File: src/rtl/sram_ctl_pkg.sv
package sram_ctl_pkg;

  typedef enum logic [2:0] {
    ST_IDLE   = 3'd0,
    ST_WSETUP = 3'd1,
    ST_WPULSE = 3'd2,
    ST_RDACC  = 3'd3,
    ST_TURN   = 3'd4
  } ctl_state_e;

endpackage

File: src/rtl/sram_cyc_timer.sv
module sram_cyc_timer #(
  parameter int CNT_W = 2
) (
  input  logic             clk,
  input  logic             rst_n,
  input  logic             load,
  input  logic [CNT_W-1:0] load_val,
  output logic             expired
);

  logic [CNT_W-1:0] cnt_q;
  logic [CNT_W-1:0] cnt_d;
  logic             cnt_en;

  // The counter only moves when it is loaded or still above zero.
  assign cnt_en = load | (cnt_q != '0);

  always_comb begin
    if (load) cnt_d = load_val;
    else      cnt_d = cnt_q - 1'b1;
  end

  always_ff @(posedge clk or negedge rst_n) begin
    if (!rst_n)      cnt_q <= '0;
    else if (cnt_en) cnt_q <= cnt_d;
  end

  assign expired = (cnt_q == '0);

endmodule

File: src/rtl/sram_ctl_fsm.sv
module sram_ctl_fsm
  import sram_ctl_pkg::*;
#(
  parameter int WR_SETUP_CYC = 1,
  parameter int WR_PULSE_CYC = 2,
  parameter int RD_CYC       = 2,
  parameter int TURN_CYC     = 1,
  parameter int CNT_W        = 2
) (
  input  logic             clk,
  input  logic             rst_n,
  input  logic             req,
  input  logic             we,
  input  logic             expired,
  output ctl_state_e       state_q,
  output ctl_state_e       state_d,
  output logic             accept,
  output logic             capture,
  output logic             tmr_load,
  output logic [CNT_W-1:0] tmr_val
);

  // The timer holds (cycles - 1); zero means the last cycle of a phase.
  localparam logic [CNT_W-1:0] LD_WSETUP = CNT_W'(WR_SETUP_CYC - 1);
  localparam logic [CNT_W-1:0] LD_WPULSE = CNT_W'(WR_PULSE_CYC - 1);
  localparam logic [CNT_W-1:0] LD_RDACC  = CNT_W'(RD_CYC - 1);
  localparam logic [CNT_W-1:0] LD_TURN   = CNT_W'(TURN_CYC - 1);

  assign accept = req && (state_q == ST_IDLE);

  always_comb begin
    state_d  = state_q;
    capture  = 1'b0;
    tmr_load = 1'b0;
    tmr_val  = '0;
    unique case (state_q)
      ST_IDLE: begin
        if (accept) begin
          tmr_load = 1'b1;
          if (we) begin
            state_d = ST_WSETUP;
            tmr_val = LD_WSETUP;
          end else begin
            state_d = ST_RDACC;
            tmr_val = LD_RDACC;
          end
        end
      end
      ST_WSETUP: begin
        if (expired) begin
          state_d  = ST_WPULSE;
          tmr_load = 1'b1;
          tmr_val  = LD_WPULSE;
        end
      end
      ST_WPULSE: begin
        if (expired) state_d = ST_IDLE;
      end
      ST_RDACC: begin
        if (expired) begin
          state_d  = ST_TURN;
          capture  = 1'b1;
          tmr_load = 1'b1;
          tmr_val  = LD_TURN;
        end
      end
      ST_TURN: begin
        if (expired) state_d = ST_IDLE;
      end
      default: state_d = ST_IDLE;
    endcase
  end

  always_ff @(posedge clk or negedge rst_n) begin
    if (!rst_n) state_q <= ST_IDLE;
    else        state_q <= state_d;
  end

endmodule

File: src/rtl/sram_bus_stage.sv
module sram_bus_stage
  import sram_ctl_pkg::*;
#(
  parameter int ADDR_W = 19,
  parameter int DATA_W = 8
) (
  input  logic              clk,
  input  logic              rst_n,
  input  logic              accept,
  input  logic              capture,
  input  logic              we,
  input  logic [ADDR_W-1:0] addr,
  input  logic [DATA_W-1:0] wdata,
  input  ctl_state_e        state_d,
  input  logic [DATA_W-1:0] mem_dq_in,
  output logic [ADDR_W-1:0] mem_addr,
  output logic [DATA_W-1:0] mem_dq_out,
  output logic              mem_cs_n,
  output logic              mem_we_n,
  output logic              mem_oe_n,
  output logic              mem_dq_oe,
  output logic [DATA_W-1:0] rdata,
  output logic              rvalid
);

  logic cs_on, we_on, oe_on, drv_on;
  logic wd_en;

  // Strobes are decoded from the next state and registered, so the pins
  // are glitch-free and change exactly on the clock edge.
  always_comb begin
    cs_on  = (state_d == ST_WSETUP) || (state_d == ST_WPULSE) || (state_d == ST_RDACC);
    we_on  = (state_d == ST_WPULSE);
    oe_on  = (state_d == ST_RDACC);
    drv_on = (state_d == ST_WSETUP) || (state_d == ST_WPULSE);
  end

  assign wd_en = accept & we;

  always_ff @(posedge clk or negedge rst_n) begin
    if (!rst_n) begin
      mem_cs_n  <= 1'b1;
      mem_we_n  <= 1'b1;
      mem_oe_n  <= 1'b1;
      mem_dq_oe <= 1'b0;
      rvalid    <= 1'b0;
    end else begin
      mem_cs_n  <= ~cs_on;
      mem_we_n  <= ~we_on;
      mem_oe_n  <= ~oe_on;
      mem_dq_oe <= drv_on;
      rvalid    <= capture;
    end
  end

  always_ff @(posedge clk or negedge rst_n) begin
    if (!rst_n)      mem_addr <= '0;
    else if (accept) mem_addr <= addr;
  end

  always_ff @(posedge clk or negedge rst_n) begin
    if (!rst_n)     mem_dq_out <= '0;
    else if (wd_en) mem_dq_out <= wdata;
  end

  always_ff @(posedge clk or negedge rst_n) begin
    if (!rst_n)       rdata <= '0;
    else if (capture) rdata <= mem_dq_in;
  end

endmodule

File: src/rtl/sram_port_ctrl.sv
module sram_port_ctrl
  import sram_ctl_pkg::*;
#(
  parameter int ADDR_W       = 19,
  parameter int DATA_W       = 8,
  parameter int WR_SETUP_CYC = 1,
  parameter int WR_PULSE_CYC = 2,
  parameter int RD_CYC       = 2,
  parameter int TURN_CYC     = 1
) (
  input  logic              clk,
  input  logic              rst_n,
  input  logic              req,
  input  logic              we,
  input  logic [ADDR_W-1:0] addr,
  input  logic [DATA_W-1:0] wdata,
  output logic              ready,
  output logic [DATA_W-1:0] rdata,
  output logic              rvalid,
  output logic [ADDR_W-1:0] mem_addr,
  output logic              mem_cs_n,
  output logic              mem_we_n,
  output logic              mem_oe_n,
  output logic [DATA_W-1:0] mem_dq_out,
  output logic              mem_dq_oe,
  input  logic [DATA_W-1:0] mem_dq_in
);

  localparam int MAX_A   = (WR_SETUP_CYC > WR_PULSE_CYC) ? WR_SETUP_CYC : WR_PULSE_CYC;
  localparam int MAX_B   = (RD_CYC > TURN_CYC) ? RD_CYC : TURN_CYC;
  localparam int MAX_CYC = (MAX_A > MAX_B) ? MAX_A : MAX_B;
  localparam int CNT_W   = (MAX_CYC < 2) ? 1 : $clog2(MAX_CYC);

  ctl_state_e       state_q, state_d;
  logic             accept, capture, tmr_load, expired;
  logic [CNT_W-1:0] tmr_val;

  sram_cyc_timer #(.CNT_W(CNT_W)) u_timer (
    .clk      (clk),
    .rst_n    (rst_n),
    .load     (tmr_load),
    .load_val (tmr_val),
    .expired  (expired)
  );

  sram_ctl_fsm #(
    .WR_SETUP_CYC (WR_SETUP_CYC),
    .WR_PULSE_CYC (WR_PULSE_CYC),
    .RD_CYC       (RD_CYC),
    .TURN_CYC     (TURN_CYC),
    .CNT_W        (CNT_W)
  ) u_fsm (
    .clk      (clk),
    .rst_n    (rst_n),
    .req      (req),
    .we       (we),
    .expired  (expired),
    .state_q  (state_q),
    .state_d  (state_d),
    .accept   (accept),
    .capture  (capture),
    .tmr_load (tmr_load),
    .tmr_val  (tmr_val)
  );

  sram_bus_stage #(.ADDR_W(ADDR_W), .DATA_W(DATA_W)) u_bus (
    .clk        (clk),
    .rst_n      (rst_n),
    .accept     (accept),
    .capture    (capture),
    .we         (we),
    .addr       (addr),
    .wdata      (wdata),
    .state_d    (state_d),
    .mem_dq_in  (mem_dq_in),
    .mem_addr   (mem_addr),
    .mem_dq_out (mem_dq_out),
    .mem_cs_n   (mem_cs_n),
    .mem_we_n   (mem_we_n),
    .mem_oe_n   (mem_oe_n),
    .mem_dq_oe  (mem_dq_oe),
    .rdata      (rdata),
    .rvalid     (rvalid)
  );

  assign ready = (state_q == ST_IDLE);

endmodule

File: config.mk
export PLATFORM = sky130hd
export DESIGN_NAME = sram_port_ctrl
export DESIGN_NICKNAME = d
export VERILOG_FILES = /design/src/rtl/sram_ctl_pkg.sv /design/src/rtl/sram_cyc_timer.sv /design/src/rtl/sram_ctl_fsm.sv /design/src/rtl/sram_bus_stage.sv /design/src/rtl/sram_port_ctrl.sv
export SDC_FILE = /design/constraint.sdc
export NUM_CORES = 1
export LEC_CHECK = 0
export BUFFER_PORTS_ARGS = -buffer_cell sky130_fd_sc_hd__buf_4
export CAP_MARGIN = 20
export CORE_AREA = 8 8 69 71
export CTS_BUF_LIST = sky130_fd_sc_hd__clkbuf_4
export DETAILED_ROUTE_END_ITERATION = 12
export DIE_AREA = 0 0 77 79
export PLACE_DENSITY = 0.9
export SETUP_SLACK_MARGIN = 0.3
export SLEW_MARGIN = 15
export SYNTH_ARGS = -nofsm -noshare
export SYNTH_HDL_FRONTEND = slang
export SYNTH_HIERARCHICAL = 1
export SYNTH_SLANG_ARGS = --single-unit
export TNS_END_PERCENT = 50
File: constraint.sdc
create_clock -name clk -period 2.6 [get_ports clk]
set_clock_uncertainty 0.1 [all_clocks]
set_input_delay 0.26 -clock clk [delete_from_list [all_inputs] [get_ports clk]]
set_output_delay 0.26 -clock clk [all_outputs]
set_load 0.03 [all_outputs]
==> reports/metrics.csv, run 1 <==
metric,value,unit
path_max_fanout,7,
cp.required,2.77,ns
register_area,1105,um2
gp_routability_congestion,0.7592,
min_delay_src,wdata[1],
transition_time_at_the_pin_with_the_least_slew_margin,0.6832,ns
detailedPlace.worstSlack,0.6591,ns
start_util,0.4526,
route.antenna.remaining_nets,0,
filler_cell_count,309,
chipHeight,79,um
grt_pass1_wl,6589,um
drv_slew,0,
clock-root-buffer,sky130_fd_sc_hd__clkbuf_4,
detailedPlacementHpwl,3331,um
synthesis.area_per_instance,16.37,um2
timing.reg2reg.setup_slack,0.62,ns
syn2layout_area_growth,43.74,%
hold_path_depth,2,
worstPathArrival,2.14,ns
dr_total_vias,1178,
setup_repair_after_global_routing_missed_its_margin,false,
leading_cell_type_in_the_layout_fill_and_taps_excluded,sky130_fd_sc_hd__buf_4,
critPathCaptureType,flop,
power.leakage,0.001195,uW
vdd_ir_drop_max,0.5196,mV
drt_wl_total,4224,um
drt_pre_antenna_iters,4,
ff2ff_path_depth,3,
cts_max_level,2,
run_status,"complete, no violations",
die_width,77,um
max_slew_margin,0.5428,
path_class,reg -> reg,
syn_nets,144,
port-buffer-count,79,
critical_path.reg2reg.endpoint,u_bus/mem_we_n,
synth.cell_area,1719,um2
postCtsResizedCells,0,
max_freq,505.9,MHz
synthDistinctLibCells,24,
r2r_start,u_fsm/state_q[0],
design.portCount,80,
syn-instance-count,105,
core.rowCount,23,
finalWorstPathRequiredPeriod,1.977,ns
commonest_cells_after_routing_fill_and_taps_aside,"sky130_fd_sc_hd__buf_4 (81), sky130_fd_sc_hd__dfrtp_1 (41), sky130_fd_sc_hd__mux2_2 (27)",
detail_route.vias_per_cell,4.848,
design.final.nets,231,
final_hold_viol_count,0,
post-route-worst-setup-slack,0.6233,ns
worst_skew_pair.late_latency,0.34,ns
antenna_found_initial,0,
vias_in_the_first_global_route,1276,
share_of_the_clock_period_used_by_the_worst_path,0.7603,
worst_hold_path.endpoint,u_bus/mem_dq_out[1],
synthesis.yosys.warnings,6,
grt_overflow,0,
final.hold.worst_slack,0.03389,ns
cellPowerDensity,1482,nW/um2
seq_area_frac_synth,0.6426,
insertedDiodeCount,0,
core_region_area,3799,um2
numCtsBuffers,5,
cts_tree,done,
post-cts-setup-buffers,0,
timing.hold.worst.class,in -> reg,
setup_tns,0,ns
timing.max_cap.violations,0,
clk_path_buf_depth,2,
grt_start_max_net_pins,45,
report.final.setup_viol,0,
floorplan_die_area,6083,um2
drc,0,
area_taken_by_multi_input_logic_gates,591.8,um2
worst_setup_path_start_kind,flop,
dr.first_iter.drc_count,56,
global_route.usage.total,0.1374,
detail_route.wl_per_cell,17.38,um
synth-seq-cells,44,
final_layout_size_suffix_gt1_frac,0.6943,
clkSlewWorstSetupHoldPaths,0.13,ns
clkSinkCount,44,
## what timing repair did
item	4_1_cts	5_1_grt
hold buffers	1	1
hold endpoints to repair	41	1
endpoints found under the setup margin	0	0
## metrics by stage
step,std cells,utilization,power [uW],instance area (um2)
CTS,242,0.6479,3698,2461
floorplan,105,-,2522,1719
detailed placement,233,0.6242,3280,2371
global placement,233,0.6242,3211,2371
finish,243,0.6505,3663,2471
global route,243,0.6505,3860,2471
## Yosys cell counts
master | count | area share
sky130_fd_sc_hd__nand2b_1 | 2 | 0.0073
sky130_fd_sc_hd__or3b_2 | 1 | 0.0051
sky130_fd_sc_hd__nand2_4 | 1 | 0.0065
sky130_fd_sc_hd__inv_1 | 1 | 0.0022
sky130_fd_sc_hd__a211oi_2 | 1 | 0.0073
sky130_fd_sc_hd__nor2_1 | 3 | 0.0065
sky130_fd_sc_hd__buf_6 | 1 | 0.0065
sky130_fd_sc_hd__o21bai_1 | 1 | 0.0044
sky130_fd_sc_hd__o21ai_0 | 1 | 0.0029
sky130_fd_sc_hd__dfrtp_1 | 41 | 0.60
sky130_fd_sc_hd__and2_1 | 1 | 0.0036
sky130_fd_sc_hd__or4b_1 | 1 | 0.0058
sky130_fd_sc_hd__mux2_2 | 27 | 0.18
sky130_fd_sc_hd__a21oi_1 | 3 | 0.0087
sky130_fd_sc_hd__dfstp_2 | 3 | 0.046
sky130_fd_sc_hd__or3b_4 | 1 | 0.0065
sky130_fd_sc_hd__xnor2_1 | 1 | 0.0051
sky130_fd_sc_hd__nand2_1 | 1 | 0.0022
sky130_fd_sc_hd__mux2_4 | 8 | 0.070
sky130_fd_sc_hd__buf_2 | 2 | 0.0058
sky130_fd_sc_hd__a221oi_2 | 1 | 0.0087
sky130_fd_sc_hd__or3b_1 | 1 | 0.0051
sky130_fd_sc_hd__nand3b_1 | 1 | 0.0044
sky130_fd_sc_hd__nor3_2 | 1 | 0.0058
## cells by family after synthesis
logic type                share of synthesized area
AOI/OAI and AO/OA                           0.03202
xor gates and xnor gates                   0.005096
buffers and inverters                       0.01455
DFF                                          0.6426
muxes                                        0.2467
and+or+nand+nor                             0.05895
## flip-flops by register name, summed over array words and instances (netlist names)
| name | flops |
|---|---|
| u_bus/rvalid | 1 |
| u_bus/mem_oe_n | 1 |
| u_bus/mem_addr | 19 |
| u_bus/mem_dq_out | 8 |
| u_bus/mem_cs_n | 1 |
| u_fsm/state_q | 3 |
| u_timer/cnt_q | 1 |
| u_bus/rdata | 8 |
| u_bus/mem_we_n | 1 |
| u_bus/mem_dq_oe | 1 |
## routing by layer
metal,part of all wire,track usage
met1,0.38,0.1401
met2,0.54,0.2523
met3,0.062,0.05079
met4,0.015,0.05094
met5,0,0
## layout make-up
type,instances,area share
Sequential cell,44,0.4471
Clock buffer,6,0.01823
Multi-Input combinational cell,57,0.2395
Inverter,1,0.001519
Tap cell,50,0.02532
Clock inverter,2,0.01418
Timing Repair Buffer,83,0.2542
## report_power, final
group / internal (uW) / switching [uW]
Sequential: 1040 / 209
Combinational: 882 / 1110
Clock: 212 / 207
Total: 2130 / 1530
## worst max-delay path, stage by stage, from the launching register on
cell                       delay, ns
sky130_fd_sc_hd__dfrtp_1        0.47
sky130_fd_sc_hd__or3b_4         0.44
sky130_fd_sc_hd__a221oi_2       0.40
sky130_fd_sc_hd__or3b_2         0.49
## worst max path at each step
stage	end	start	slack (ns)
2_1_floorplan	u_bus/mem_we_n	u_fsm/state_q[0]	0.78
3_3_place_gp	u_bus/mem_dq_out[5]	u_fsm/state_q[1]	0.74
3_5_place_dp	u_bus/mem_we_n	u_fsm/state_q[0]	0.66
4_1_cts	u_bus/mem_we_n	u_fsm/state_q[0]	0.63
5_1_grt	u_bus/mem_we_n	u_fsm/state_q[0]	0.53
6_report	u_bus/mem_we_n	u_fsm/state_q[0]	0.62
Power figures use the tool's default switching activity.
==> run 2, diff against run 1 <==
--- a/config.mk
+++ b/config.mk
@@ -7,11 +7,11 @@
 export LEC_CHECK = 0
 export BUFFER_PORTS_ARGS = -buffer_cell sky130_fd_sc_hd__buf_4
 export CAP_MARGIN = 20
-export CORE_AREA = 8 8 69 71
+export CORE_AREA = 8 8 73 75
 export CTS_BUF_LIST = sky130_fd_sc_hd__clkbuf_4
 export DETAILED_ROUTE_END_ITERATION = 12
-export DIE_AREA = 0 0 77 79
-export PLACE_DENSITY = 0.9
+export DIE_AREA = 0 0 81 83
+export PLACE_DENSITY = 0.85
 export SETUP_SLACK_MARGIN = 0.3
 export SLEW_MARGIN = 15
 export SYNTH_ARGS = -nofsm -noshare
==> constraint.sdc (replaced) <==
create_clock -name clk -period 1.8 [get_ports clk]
set_clock_uncertainty 0.1 [all_clocks]
set_input_delay 0.18 -clock clk [delete_from_list [all_inputs] [get_ports clk]]
set_output_delay 0.18 -clock clk [all_outputs]
set_load 0.03 [all_outputs]
==> reports/metrics.csv, run 2 (synthesis gave the netlist of run 1 again) <==
metric,value,unit,change
antenna_found_initial,0,,unchanged
finalInstanceArea,2909,um2,+18%
transition_time_at_the_pin_with_the_least_slew_margin,0.5379,ns,-0.1454 ns
route.antenna.remaining_nets,0,,unchanged
drc,0,,unchanged
timing.reg2reg.setup_slack,0.06,ns,-0.56 ns
path_max_fanout,17,,+10
core_region_area,4204,um2,+11%
worstPathArrival,1.87,ns,-0.27 ns
layout_top_registers,"u_bus/mem_addr: 19 flops, u_bus/mem_dq_out: 8 flops, u_bus/rdata: 8 flops",,
commonest_cells_after_routing_fill_and_taps_aside,"sky130_fd_sc_hd__buf_4 (84), sky130_fd_sc_hd__dfrtp_1 (40), sky130_fd_sc_hd__dlygate4sd3_1 (36)",,
numCtsBuffers,5,,unchanged
setup_tns,0,ns,unchanged
design.portCount,80,,unchanged
net-switching-power,2297,uW,+50%
detailedPlace.worstSlack,0.07357,ns,-0.5856 ns
report.final.setup_viol,0,,unchanged
drv_slew,0,,unchanged
final_layout_size_suffix_gt1_frac,0.6034,,-0.09085
timing.hold.worst.class,in -> reg,,
vdd_ir_drop_max,1.006,mV,+94%
leading_cell_type_in_the_layout_fill_and_taps_excluded,sky130_fd_sc_hd__buf_4,,
top_register,u_bus/mem_addr,,
power.leakage,0.001392,uW,+16%
setup_repair_after_global_routing_missed_its_margin,true,,
path_class,reg -> reg,,
min_delay_src,we,,
final_hold_viol_count,0,,unchanged
post-route-worst-setup-slack,0.06344,ns,-0.5598 ns
worst_hold_path.endpoint,u_bus/mem_dq_out[7],,
chipHeight,83,um,+5.1%
grt_overflow,0,,unchanged
p_sw_frac,0.4160,,-0.001143
max_slew_margin,0.6414,,+0.09861
clock-root-buffer,sky130_fd_sc_hd__clkbuf_4,,
worst_skew_pair.late_latency,0.34,ns,about the same
clkSinkCount,44,,unchanged
postPlaceCellArea,2489,um2,+5.0%
largest_register_ffs,19,,unchanged
syn2layout_area_growth,69.21,%,
r2r_start,u_fsm/state_q[0],,
filler_cell_count,296,,-4.2%
grt_start_max_net_pins,45,,unchanged
detail_route.wl_per_cell,16.80,um,-3.3%
floorplan_die_area,6723,um2,+11%
clk_path_buf_depth,2,,unchanged
seq_power_share,0.325,,-0.016
share_comb_of_total_power,0.590,,+0.046
critPathCaptureType,flop,,
dr_total_vias,1338,,+14%
hold_path_depth,3,,+1
critical_path.reg2reg.endpoint,u_bus/mem_addr[4],,
cp.required,1.93,ns,-0.84 ns
cts_max_level,2,,unchanged
max_freq,575.9,MHz,+14%
share_of_the_clock_period_used_by_the_worst_path,0.9648,,+0.2045
port-buffer-count,79,,unchanged
run_status,"complete, no violations",,
detailedPlacementHpwl,3067,um,-7.9%
ff2ff_path_depth,4,,+1
fin_util,0.6920,,+0.04144
clkSlewWorstSetupHoldPaths,0.12,ns,about the same
gp_routability_congestion,0.8064,,+6.2%
post-cts-setup-buffers,0,,unchanged
core.rowCount,24,,+4.3%
cellPowerDensity,1898,nW/um2,+28%
drt_pre_antenna_iters,4,,unchanged
finalWorstPathRequiredPeriod,1.737,ns,-0.2402 ns
internal_power_contribution,3224,uW,+51%
detail_route.vias_per_cell,4.711,,-2.8%
grt_pass1_wl,7721,um,+17%
start_util,0.4089,,-0.04364
power.share.clock,0.084,,-0.030
dr.first_iter.drc_count,42,,-25%
insertedDiodeCount,0,,unchanged
drt_wl_total,4772,um,+13%
timing.max_cap.violations,0,,unchanged
design.final.nets,270,,+17%
die_width,81,um,+5.2%
cts_tree,done,,
global_route.usage.total,0.1476,,+0.01020
worst_setup_path_start_kind,flop,,
vias_in_the_first_global_route,1492,,+17%
==> run 2: changes by cell type in the layout (fill, tap and decap cells not counted), moves of 2 or more <==
| cell | delta |
|---|---|
| sky130_fd_sc_hd__buf_4 | +3 |
| sky130_fd_sc_hd__dlygate4sd3_1 | +34 |
| sky130_fd_sc_hd__mux2_2 | -9 |
| sky130_fd_sc_hd__mux2_4 | +9 |
| sky130_fd_sc_hd__or3b_4 | +2 |
==> run 2: metal layers <==
layer,vias to the layer above,track usage,wire (um)
li1,628,-,-
met1,657,0.1693,1867
met2,49,0.2533,2454
met3,4,0.05065,414
met4,0,0.03415,36
met5,-,0,0
==> run 2: power by group through the flow <==
stage	clock, uW	sequential, uW	combinational (uW)
floorplan	0	2710	1110
global placement	0	1780	3150
detailed placement	0	1800	3190
CTS	496	1780	3260
global route	537	1860	3420
finish	466	1800	3260
==> run 2: layout make-up <==
type / instances / area, um2 / area share
inverter: 1 / 3.754 / 0.001290
tap: 52 / 65.06 / 0.02237
clock inverter: 1 / 3.754 / 0.001290
sequential: 44 / 1106 / 0.3802
timing repair buffer: 122 / 1022 / 0.3514
multi-input combinational: 57 / 655.6 / 0.2254
clock buffer: 7 / 52.55 / 0.01806
==> run 2: per-stage QoR <==
stage,power [uW],cells,hold slack [ns]
global route,5823,284,0.1479
detailed placement,4983,240,0.1067
CTS,5535,284,0.1446
global placement,4926,240,0.09993
finish,5521,284,0.1694
floorplan,3824,105,-0.2156
==> run 2: repair_timing <==
action                                  4_1_cts  5_1_grt
pin swaps                                     0        0
cloned                                        0        0
hold buffers                                 36        0
resized for setup                             0        1
hold endpoints to repair                     76        0
endpoints found under the setup margin       41       42
==> run 2: how the worst max path moves through the flow <==
stage	slack (ns)	start	to
6_report	0.06	u_fsm/state_q[0]	u_bus/mem_addr[4]
5_1_grt	0.01	u_fsm/state_q[0]	u_bus/mem_addr[10]
4_1_cts	0.05	u_fsm/state_q[0]	u_bus/mem_dq_out[3]
3_5_place_dp	0.07	u_fsm/state_q[0]	u_bus/mem_dq_out[3]
3_3_place_gp	0.13	u_fsm/state_q[0]	u_bus/mem_dq_out[2]
2_1_floorplan	0.08	u_fsm/state_q[0]	u_bus/mem_we_n
==> run 2: worst max-delay path, stage by stage, from the launching register on <==
cell and delay, ns:
sky130_fd_sc_hd__dfrtp_1 0.41, sky130_fd_sc_hd__or3b_4 0.43, sky130_fd_sc_hd__nor2_4 0.15, sky130_fd_sc_hd__buf_12 0.18
sky130_fd_sc_hd__mux2_2 0.35
==> run 3, diff against run 2 <==
--- a/config.mk
+++ b/config.mk
@@ -5,13 +5,13 @@
 export SDC_FILE = /design/constraint.sdc
 export NUM_CORES = 1
 export LEC_CHECK = 0
-export BUFFER_PORTS_ARGS = -buffer_cell sky130_fd_sc_hd__buf_4
 export CAP_MARGIN = 20
-export CORE_AREA = 8 8 73 75
+export CORE_AREA = 8 8 65 67
 export CTS_BUF_LIST = sky130_fd_sc_hd__clkbuf_4
 export DETAILED_ROUTE_END_ITERATION = 12
-export DIE_AREA = 0 0 81 83
-export PLACE_DENSITY = 0.85
+export DIE_AREA = 0 0 73 75
+export DONT_BUFFER_PORTS = 1
+export PLACE_DENSITY = 0.82
 export SETUP_SLACK_MARGIN = 0.3
 export SLEW_MARGIN = 15
 export SYNTH_ARGS = -nofsm -noshare
==> reports/metrics.csv, run 3 (synthesis gave the netlist of run 1 again) <==
metric,value,unit,change
cp.required,1.96,ns,+0.03 ns
post-route-worst-setup-slack,0.02422,ns,-0.03922 ns
detailedPlacementHpwl,2670,um,-13%
die_width,73,um,-9.9%
worst_path_dominant_cell_family,simple AND/OR/NAND/NOR gates,,
ff2ff_path_depth,5,,+1
timing.hold.worst.class,in -> reg,,
timing.max_cap.violations,0,,unchanged
critPathCaptureType,flop,,
leading_cell_type_in_the_layout_fill_and_taps_excluded,sky130_fd_sc_hd__dfrtp_1,,
power.leakage,0.001037,uW,-26%
share_of_the_clock_period_used_by_the_worst_path,0.9865,,+0.02179
largest_register_ffs,19,,unchanged
detail_route.vias_per_cell,5.327,,+13%
report.final.setup_viol,0,,unchanged
core.rowCount,21,,-13%
max_freq,563.1,MHz,-2.2%
finalWorstPathRequiredPeriod,1.776,ns,+0.03922 ns
detail_route.wl_per_cell,21.49,um,+28%
postPlaceCellArea,1881,um2,-24%
clock-root-buffer,sky130_fd_sc_hd__clkbuf_4,,
failed_checks,negative hold slack,,
global_route.usage.total,0.1609,,+0.01324
antenna_found_initial,0,,unchanged
path_max_fanout,10,,-7
drv_slew,0,,unchanged
critical_path_buf_inv_count,1,,unchanged
dr.first_iter.drc_count,28,,-33%
worst_skew_pair.late_latency,0.35,ns,about the same
critical_path.reg2reg.endpoint,u_bus/mem_dq_out[1],,
clkSlewWorstSetupHoldPaths,0.13,ns,about the same
layout_top_registers,"u_bus/mem_addr: 19 flops, u_bus/mem_dq_out: 8 flops, u_bus/rdata: 8 flops",,
numCtsBuffers,5,,unchanged
final_hold_viol_count,5,,+5
dr_total_vias,1076,,-20%
worstPathArrival,1.93,ns,+0.06 ns
syn2layout_area_growth,39.52,%,
transition_time_at_the_pin_with_the_least_slew_margin,0.3396,ns,-0.1983 ns
chipHeight,75,um,-9.6%
route.antenna.remaining_nets,0,,unchanged
grt_overflow,0,,unchanged
ctsHoldBuffers,37,,+2.8%
design.final.nets,194,,-28%
timing.reg2reg.setup_slack,0.02,ns,-0.04 ns
start_util,0.5319,,+0.1230
insertedDiodeCount,0,,unchanged
grt_pass1_wl,6472,um,-16%
port-buffer-count,0,,-100%
grt_start_max_net_pins,45,,unchanged
clkSinkCount,44,,unchanged
commonest_cells_after_routing_fill_and_taps_aside,"sky130_fd_sc_hd__dfrtp_1 (39), sky130_fd_sc_hd__dlygate4sd3_1 (36), sky130_fd_sc_hd__mux2_4 (18)",,
critical_path_depth,5,,+1
core_region_area,3232,um2,-23%
path_class,reg -> reg,,
gp_routability_congestion,0.6960,,-14%
clk_path_buf_depth,2,,unchanged
crit_path_start,u_fsm/state_q[0],,
vdd_ir_drop_max,1.130,mV,+12%
final.hold.worst_slack,-0.005753,ns,-0.1752 ns
cpPeakStageDelay,0.44,ns,about the same
drt_wl_total,4340,um,-9.1%
worst_setup_path_start_kind,flop,,
cts_max_level,2,,unchanged
top_register,u_bus/mem_addr,,
final_layout_size_suffix_gt1_frac,0.4487,,-0.1547
drc,0,,unchanged
slowest_stage,sky130_fd_sc_hd__or3b_4,,
fin_util,0.7422,,+0.05020
timing.critical_path.cells,or3b_4 > nor2_4 > buf_12 > nand2_8 > mux2_4,,
setup_tns,0,ns,unchanged
vias_in_the_first_global_route,1156,,-23%
finalInstanceArea,2399,um2,-18%
design.portCount,80,,unchanged
worstSetupEndpoint,u_bus/mem_dq_out[1],,
r2r_start,u_fsm/state_q[0],,
detailedPlace.worstSlack,0.02671,ns,-0.04686 ns
cts_tree,done,,
max_slew_margin,0.7736,,+0.1322
setup_repair_after_global_routing_missed_its_margin,true,,
cellPowerDensity,2047,nW/um2,+7.9%
floorplan_die_area,5475,um2,-19%
drt_pre_antenna_iters,4,,unchanged
run_status,"complete, but fails checks",,
[run 3: cell count changes in the layout (fill, tap and decap cells not counted), moves of 2 or more]
cell and change:
sky130_fd_sc_hd__buf_6 +2, sky130_fd_sc_hd__clkbuf_4 -2, sky130_fd_sc_hd__clkinvlp_4 +2, sky130_fd_sc_hd__buf_4 -80
[run 3: worst min path at each step]
stage,start,end,cells after the start,slack (ns)
2_1_floorplan,rst_n,u_bus/mem_addr[0],0,-0.22
3_3_place_gp,rst_n,u_bus/mem_addr[11],0,-0.21
3_5_place_dp,rst_n,u_bus/mem_addr[12],0,-0.21
4_1_cts,we,u_bus/mem_dq_out[5],2,-0.02
5_1_grt,we,u_bus/mem_dq_out[5],2,-0.02
6_report,we,u_bus/mem_dq_out[5],2,-0.006
[run 3: area by class of cell]
| cell class | instances | area, um2 |
|---|---|---|
| flip-flops and latches | 44 | 1107 |
| fillers | 199 | 833.3 |
| multi-input cells | 57 | 684.4 |
| repair buffers | 46 | 489.2 |
| well taps | 46 | 57.56 |
| clock buffers | 5 | 37.54 |
| clock inverters | 3 | 18.77 |
| inverters | 1 | 3.754 |
[run 3: repair_timing]
action	CTS	global route
setup endpoints to repair	41	42
setup buffers	0	2
gates cloned	0	1
endpoints found under the hold margin	79	8
pin swaps	0	1
resized for setup	0	13
[run 3: layer usage]
metal  vias to the layer above  wire, um  GRT usage  part of all wire
met1                       554      1377     0.1471              0.32
met3                         7       400    0.06924             0.092
li1                        472         -          -                 -
met5                         -         0          0                 0
met2                        43      2506     0.3049              0.58
met4                         0        55    0.06444             0.013
[run 3: through the flow]
stage,hold slack [ns],total power [uW],cells
6_report,-0.005753,4911,202
5_1_grt,-0.01957,5132,202
4_1_cts,-0.02270,4751,199
3_5_place_dp,-0.2141,4202,154
3_3_place_gp,-0.2144,4113,154
2_1_floorplan,-0.2156,3824,105
[run 3: power breakdown]
part	switching, uW	internal, uW	leakage [uW]
Clock	301	147	0.0000249
Sequential	1300	1500	0.000518
Combinational	632	1030	0.000494
Total	2230	2680	0.00104
